<file path="config.mk">
export PLATFORM = sky130hd
export DESIGN_NAME = apwm_interp2ch
export DESIGN_NICKNAME = d
export VERILOG_FILES = /design/src/rtl/apwm_pkg.sv /design/src/rtl/apwm_fmt.sv /design/src/rtl/apwm_lerp.sv /design/src/rtl/apwm_interp2ch.sv
export SDC_FILE = /design/constraint.sdc
export NUM_CORES = 1
export LEC_CHECK = 0
export ABC_AREA = 0
export BUFFER_PORTS_ARGS = -buffer_cell sky130_fd_sc_hd__clkbuf_2
export CAP_MARGIN = 20
export CORE_MARGIN = 2
export CORE_UTILIZATION = 65
export DETAILED_ROUTE_END_ITERATION = 10
export GPL_TIMING_DRIVEN = 1
export PLACE_DENSITY = 0.83
export SKIP_CTS_REPAIR_TIMING = 1
export SLEW_MARGIN = 10
export SYNTH_ARGS = -nofsm -noshare
export SYNTH_HDL_FRONTEND = slang
export SYNTH_HIERARCHICAL = 1
export SYNTH_SLANG_ARGS = --single-unit
</file>
<file path="constraint.sdc">
create_clock -name clk -period 13.8 [get_ports clk]
set_input_delay 0.69 -clock clk [delete_from_list [all_inputs] [get_ports clk]]
set_output_delay 0.69 -clock clk [all_outputs]
set_load 0.02 [all_outputs]
</file>
<file path="src/rtl/apwm_pkg.sv">
package apwm_pkg;

    localparam int MAX_RATIO   = 16;
    localparam int RATIO_W     = $clog2(MAX_RATIO) + 1;
    localparam int STEP_W      = $clog2(MAX_RATIO);
    localparam int RECIP_SHIFT = 18;
    localparam int RECIP6      = ((1 << RECIP_SHIFT) + 5) / 6;

    function automatic logic [RATIO_W-1:0] osr_ratio(input logic [2:0] sel);
        case (sel)
            3'd1:    return RATIO_W'(4);
            3'd2:    return RATIO_W'(6);
            3'd3:    return RATIO_W'(8);
            3'd4:    return RATIO_W'(16);
            default: return RATIO_W'(2);
        endcase
    endfunction

endpackage

</file>
<file path="src/rtl/apwm_fmt.sv">
module apwm_fmt #(
    parameter int IN_W    = 32,
    parameter int RES_MAX = 11
) (
    input  logic [IN_W-1:0]    raw,
    input  logic [5:0]         width,
    input  logic [3:0]         res_n,
    output logic [RES_MAX-1:0] trunc
);
    localparam int SH_W = $clog2(IN_W + 1);

    logic [IN_W-1:0]    shifted;
    logic [RES_MAX-1:0] mask;
    logic [SH_W-1:0]    shamt;

    always_comb begin
        shamt   = SH_W'(width - {2'b00, res_n});
        shifted = raw >> shamt;
        mask    = (RES_MAX'(1) << res_n) - RES_MAX'(1);
        trunc   = shifted[RES_MAX-1:0] & mask;
    end

endmodule

</file>
<file path="src/rtl/apwm_lerp.sv">
module apwm_lerp
    import apwm_pkg::*;
#(
    parameter int RES_MAX = 11
) (
    input  logic [RES_MAX-1:0] s0,
    input  logic [RES_MAX-1:0] s1,
    input  logic [3:0]         res_n,
    input  logic [STEP_W-1:0]  step,
    input  logic [2:0]         osr_sel,
    output logic [RES_MAX-1:0] duty
);
    localparam int XW = RES_MAX + RATIO_W;
    localparam int PW = XW + 18;

    logic [RES_MAX-1:0] half, u0, u1;
    logic [RATIO_W-1:0] nrat;
    logic [XW-1:0]      w0, w1, x;
    logic [PW-1:0]      prod;
    logic [XW-1:0]      q;

    always_comb begin
        half = RES_MAX'(1) << (res_n - 4'd1);
        u0   = s0 ^ half;
        u1   = s1 ^ half;
        nrat = osr_ratio(osr_sel);
        w0   = XW'(nrat) - XW'(step);
        w1   = XW'(step);
        x    = XW'(u0) * w0 + XW'(u1) * w1;
        prod = PW'(x) * PW'(RECIP6);
        case (nrat)
            RATIO_W'(4):  q = x >> 2;
            RATIO_W'(6):  q = XW'(prod >> RECIP_SHIFT);
            RATIO_W'(8):  q = x >> 3;
            RATIO_W'(16): q = x >> 4;
            default:      q = x >> 1;
        endcase
        duty = q[RES_MAX-1:0];
    end

endmodule

</file>
<file path="src/rtl/apwm_interp2ch.sv">
module apwm_interp2ch
    import apwm_pkg::*;
#(
    parameter int IN_W    = 32,
    parameter int RES_MAX = 11
) (
    input  logic            clk,
    input  logic            rst_n,
    input  logic [5:0]      cfg_width,
    input  logic [1:0]      cfg_res,
    input  logic [2:0]      cfg_osr,
    input  logic            in_valid,
    output logic            in_ready,
    input  logic [IN_W-1:0] in_left,
    input  logic [IN_W-1:0] in_right,
    output logic            pwm_left,
    output logic            pwm_right
);
    localparam int NCH = 2;

    typedef struct packed {
        logic [RES_MAX-1:0]          cnt;
        logic [STEP_W-1:0]           k;
        logic                        pv;
        logic [NCH-1:0][RES_MAX-1:0] pend;
        logic [NCH-1:0][RES_MAX-1:0] s0;
        logic [NCH-1:0][RES_MAX-1:0] s1;
        logic [NCH-1:0]              pwm;
    } st_t;

    st_t st_d, st_q;

    logic [3:0]                  res_n;
    logic [RES_MAX-1:0]          last_cnt;
    logic [RATIO_W-1:0]          nrat;
    logic                        period_end, block_end;
    logic [NCH-1:0][IN_W-1:0]    raw;
    logic [NCH-1:0][RES_MAX-1:0] fmt_v, duty_v;

    assign res_n    = 4'd8 + {2'b00, cfg_res};
    assign last_cnt = (RES_MAX'(1) << res_n) - RES_MAX'(1);
    assign nrat     = osr_ratio(cfg_osr);
    assign raw[0]   = in_left;
    assign raw[1]   = in_right;

    for (genvar c = 0; c < NCH; c++) begin : g_ch
        apwm_fmt #(.IN_W(IN_W), .RES_MAX(RES_MAX)) u_fmt (
            .raw  (raw[c]),
            .width(cfg_width),
            .res_n(res_n),
            .trunc(fmt_v[c])
        );
        apwm_lerp #(.RES_MAX(RES_MAX)) u_lerp (
            .s0     (st_q.s0[c]),
            .s1     (st_q.s1[c]),
            .res_n  (res_n),
            .step   (st_q.k),
            .osr_sel(cfg_osr),
            .duty   (duty_v[c])
        );

        logic [RES_MAX-1:0] half_c, lo_c, hi_c;
        assign half_c = RES_MAX'(1) << (res_n - 4'd1);
        assign lo_c   = ((st_q.s0[c] ^ half_c) < (st_q.s1[c] ^ half_c)) ?
                        (st_q.s0[c] ^ half_c) : (st_q.s1[c] ^ half_c);
        assign hi_c   = ((st_q.s0[c] ^ half_c) < (st_q.s1[c] ^ half_c)) ?
                        (st_q.s1[c] ^ half_c) : (st_q.s0[c] ^ half_c);


        lerp_bound_chk: assert property (@(posedge clk) disable iff (!rst_n)
            (duty_v[c] >= lo_c) && (duty_v[c] <= hi_c));
    end

    always_comb begin
        st_d       = st_q;
        period_end = (st_q.cnt == last_cnt);
        block_end  = period_end && (RATIO_W'(st_q.k) == nrat - RATIO_W'(1));

        st_d.cnt = period_end ? '0 : st_q.cnt + RES_MAX'(1);
        if (period_end) begin
            st_d.k = block_end ? '0 : st_q.k + STEP_W'(1);
        end
        if (block_end) begin
            st_d.s0 = st_q.s1;
            if (st_q.pv) begin
                st_d.s1 = st_q.pend;
                st_d.pv = 1'b0;
            end
        end
        if (in_valid && !st_q.pv) begin
            st_d.pend = fmt_v;
            st_d.pv   = 1'b1;
        end
        for (int c = 0; c < NCH; c++) begin
            st_d.pwm[c] = (st_q.cnt < duty_v[c]);
        end
    end

    always_ff @(posedge clk or negedge rst_n) begin
        if (!rst_n) st_q <= '0;
        else        st_q <= st_d;
    end

    assign in_ready  = !st_q.pv;
    assign pwm_left  = st_q.pwm[0];
    assign pwm_right = st_q.pwm[1];


    cnt_wrap_chk: assert property (@(posedge clk) disable iff (!rst_n)
        (st_q.cnt == last_cnt) |=> (st_q.cnt == '0));


    step_range_chk: assert property (@(posedge clk) disable iff (!rst_n)
        RATIO_W'(st_q.k) < nrat);


    accept_full_chk: assert property (@(posedge clk) disable iff (!rst_n)
        (in_valid && in_ready) |=> !in_ready);


    end_hold_chk: assert property (@(posedge clk) disable iff (!rst_n)
        !((st_q.cnt == last_cnt) && (RATIO_W'(st_q.k) == nrat - RATIO_W'(1)))
        |=> $stable(st_q.s1));

endmodule

</file>
==> results.cfg <==
[hold_path]
hold_path.class = in -> async

[synth]
synthCells = 2799
synth-adder-area-share_pct = 43.4
yosys-top-cells-area = fa_1, ha_1, dfrtp_1
netlist_area_mm2 = 0.0250
ys.flop_type = dfrtp_1
synthMuxAreaShare_pct = 9.72
synth_seq_cells = 84
synthArstFlopShare_pct = 100
yosys.area_share.simple_pct = 13.1
synth_top_family_by_area = adder cells
yosys.area_share.xor_xnor_pct = 4.66
synth_edf_count = 0
yosys_warnings = 6
synth.avg_cell_area_um2 = 8.94
ys_types = 96
yosysSeqAreaShare_pct = 8.40
synth_area_leader_cell = fa_1
synth_top_area_share_pct = 25.6
synth-compound-area-share_pct = 10.5

[floorplanning]
die_x_um = 200
die_h_um = 200
initial_core_util_pct = 66.3
pin_count = 81
coreArea_mm2 = 0.0378
num_rows = 71
die_area_mm2 = 0.0401

[worst_setup_path]
worstSetupPathType = in -> reg
path_common_cell = fa_1
r2r_slack_ns = 0.85
critPathMaxFanout = 7
crit_buf_inv = 10
reg2regPathDepth = 44
crit_path_end_kind = flip-flop
critPathLaunchType = primary input
worstPathRequired_ns = 14.05
worst_r2r_endpoint = pwm_left$_DFF_PN0_
r2r_start = st_q[70]$_DFFE_PN0N_
critPathSlowestCell = fa_1
crit_family = adder cells
cp_data_arrival_time_ns = 13.39
max_stage_delay_ns = 0.52

[run]
maxCapViolCount = 0

[grt]
grt_max_degree = 78
overflow = 0
antenna_found_initial = 0
grt_pass1_wl_um = 103000
grt_pass1_vias = 21000
grtUsageTotal_pct = 31.1

[layout]
final_nets = 3643
num-fill-cells = 2958
drive_gt1_share_pct = 9.19
seq_area_mm2 = 0.00210
instances_no_fill = 3406
synthToLayoutAreaGrowth_pct = 6.00
diodes = 0
multi_input_area_mm2 = 0.0205

[detailed_routing]
vias = 20000
routed_wirelength_um = 61000
remaining_drc_errors = 0
dr.pass1.iters = 5
postRouteAntennaNets = 0
wl_per_cell_um = 17.9
drt_iter0_markers = 1089
via_per_inst = 5.88

[clock_network]
clkLatencyLatePin_ns = 0.35
cts-root-buf = clkbuf_16
htreeDepth = 3
cts.clk_slew.worst_paths_ns = 0.06
cts_tree = built
clock-sinks = 84
numCtsBuffers = 9
clk_path_buf_depth = 2

[run_status]
status = completed

[timing]
tightest_slew_ns = 1.00
relSlewSlack_pct = 33.1
finClkSkew_ns = 0.00698
max_freq_mhz = 76.1
period_share_pct = 95.3
finalSetupViolCount = 0
min_period_ns = 13.15
slew_viol_final = 0
final-hold-violation-count = 0

[placement]
port_buffers = 80
dp_cells = 3382
place_hpwl_um = 52700
place_congestion = 1.01
[cells in the final DEF, fill, tap and decap left out, types with 45 or more instances in the layout]
master,count
nor2_1,178
clkbuf_2,79
dfrtp_1,84
fa_1,320
a21oi_1,92
ha_1,355
xor2_1,49
inv_1,541
nand2_1,170
and2_1,45
xnor2_1,81
buf_4,67
nand3_1,47
o21ai_0,85
mux2i_1,115
[cells in the mapped netlist (5+ instances only)]
cell type and count:
nand4_1 12, nand4b_1 7, a21boi_0 6, a31oi_1 12, nand2b_1 42, nor3_1 44, nor2_1 179, and2_1 45
or3_1 12, o2111ai_1 5, and3_1 11, inv_1 541, o21a_1 12, xnor2_1 82, or2_2 10, inv_2 6
o211ai_1 31, o21ai_0 85, nor4_1 7, buf_2 18, mux2_2 39, ha_1 355, buf_4 8, a21o_1 23
o311ai_0 8, a211oi_1 28, dfrtp_1 84, buf_1 7, nor4b_1 8, fa_1 320, nor3b_1 6, o22ai_1 12
mux4_2 10, a21oi_1 92, xor2_1 51, mux2_1 44, nand2_1 170, a221oi_1 8, o221ai_1 9, mux2i_1 115
buf_6 10, nand3_1 47, o21ai_1 6, clkbuf_1 43, nor2b_1 37
[sequential cells by signal, indices dropped and copies added, names as in the netlist]
name,count
st_q,82
pwm_left,1
pwm_right,1
[how the worst max path moves through the flow]
stage,start,endpoint,slack (ns),cells past startpoint
finish,cfg_osr[0],pwm_right$_DFF_PN0_,0.65,54
CTS,cfg_osr[1],pwm_left$_DFF_PN0_,0.46,46
global placement,cfg_osr[1],pwm_left$_DFF_PN0_,0.34,47
global route,cfg_osr[0],pwm_right$_DFF_PN0_,-0.01,55
detailed placement,cfg_osr[1],pwm_left$_DFF_PN0_,0.14,47
floorplan,cfg_osr[0],pwm_right$_DFF_PN0_,0.93,54
[layout make-up]
type / instances / share of cell area [%]
clock buffer: 9 / 0.849
clock inverter: 7 / 0.283
inverter: 549 / 7.77
multi-input combinational: 2098 / 77.3
sequential: 84 / 7.93
tap: 511 / 2.41
timing repair buffer: 148 / 3.46
[metrics by stage]
step	hold WS (ns)	TNS, ns	instance area, µm²	util, %	setup slack (ns)
finish	0.147	0	26500	70.2	0.653
CTS	0.143	0	26400	70.0	0.455
global route	0.148	-0.0132	26500	70.2	-0.0132
detailed placement	0.474	0	26100	69.2	0.139
floorplan	0.394	0	25100	-	0.933
global placement	0.463	0	26100	69.2	0.342
[kinds of logic (layout without fill, tap and decap cells)]
family,after synthesis,count (layout)
multiplexers,213,213
other,2,22
flip-flops,84,84
AND/OR/NAND/NOR,665,665
XOR/XNOR,133,133
adder cells (fa/ha/maj),676,676
AO/OA/AOI/OAI,389,389
buffers and inverters,637,713
[per-layer routing]
metal	global-route usage (%)	vias up	share of wire, %
li1	-	9451	-
met1	39.9	9745	42
met2	54.7	663	50
met3	2.67	165	5.0
met4	12.2	0	3.7
met5	0	-	0
Power is left out: the tool's default activity adds up to more than one toggle a clock period on the data nets, which glitch-free logic cannot reach.
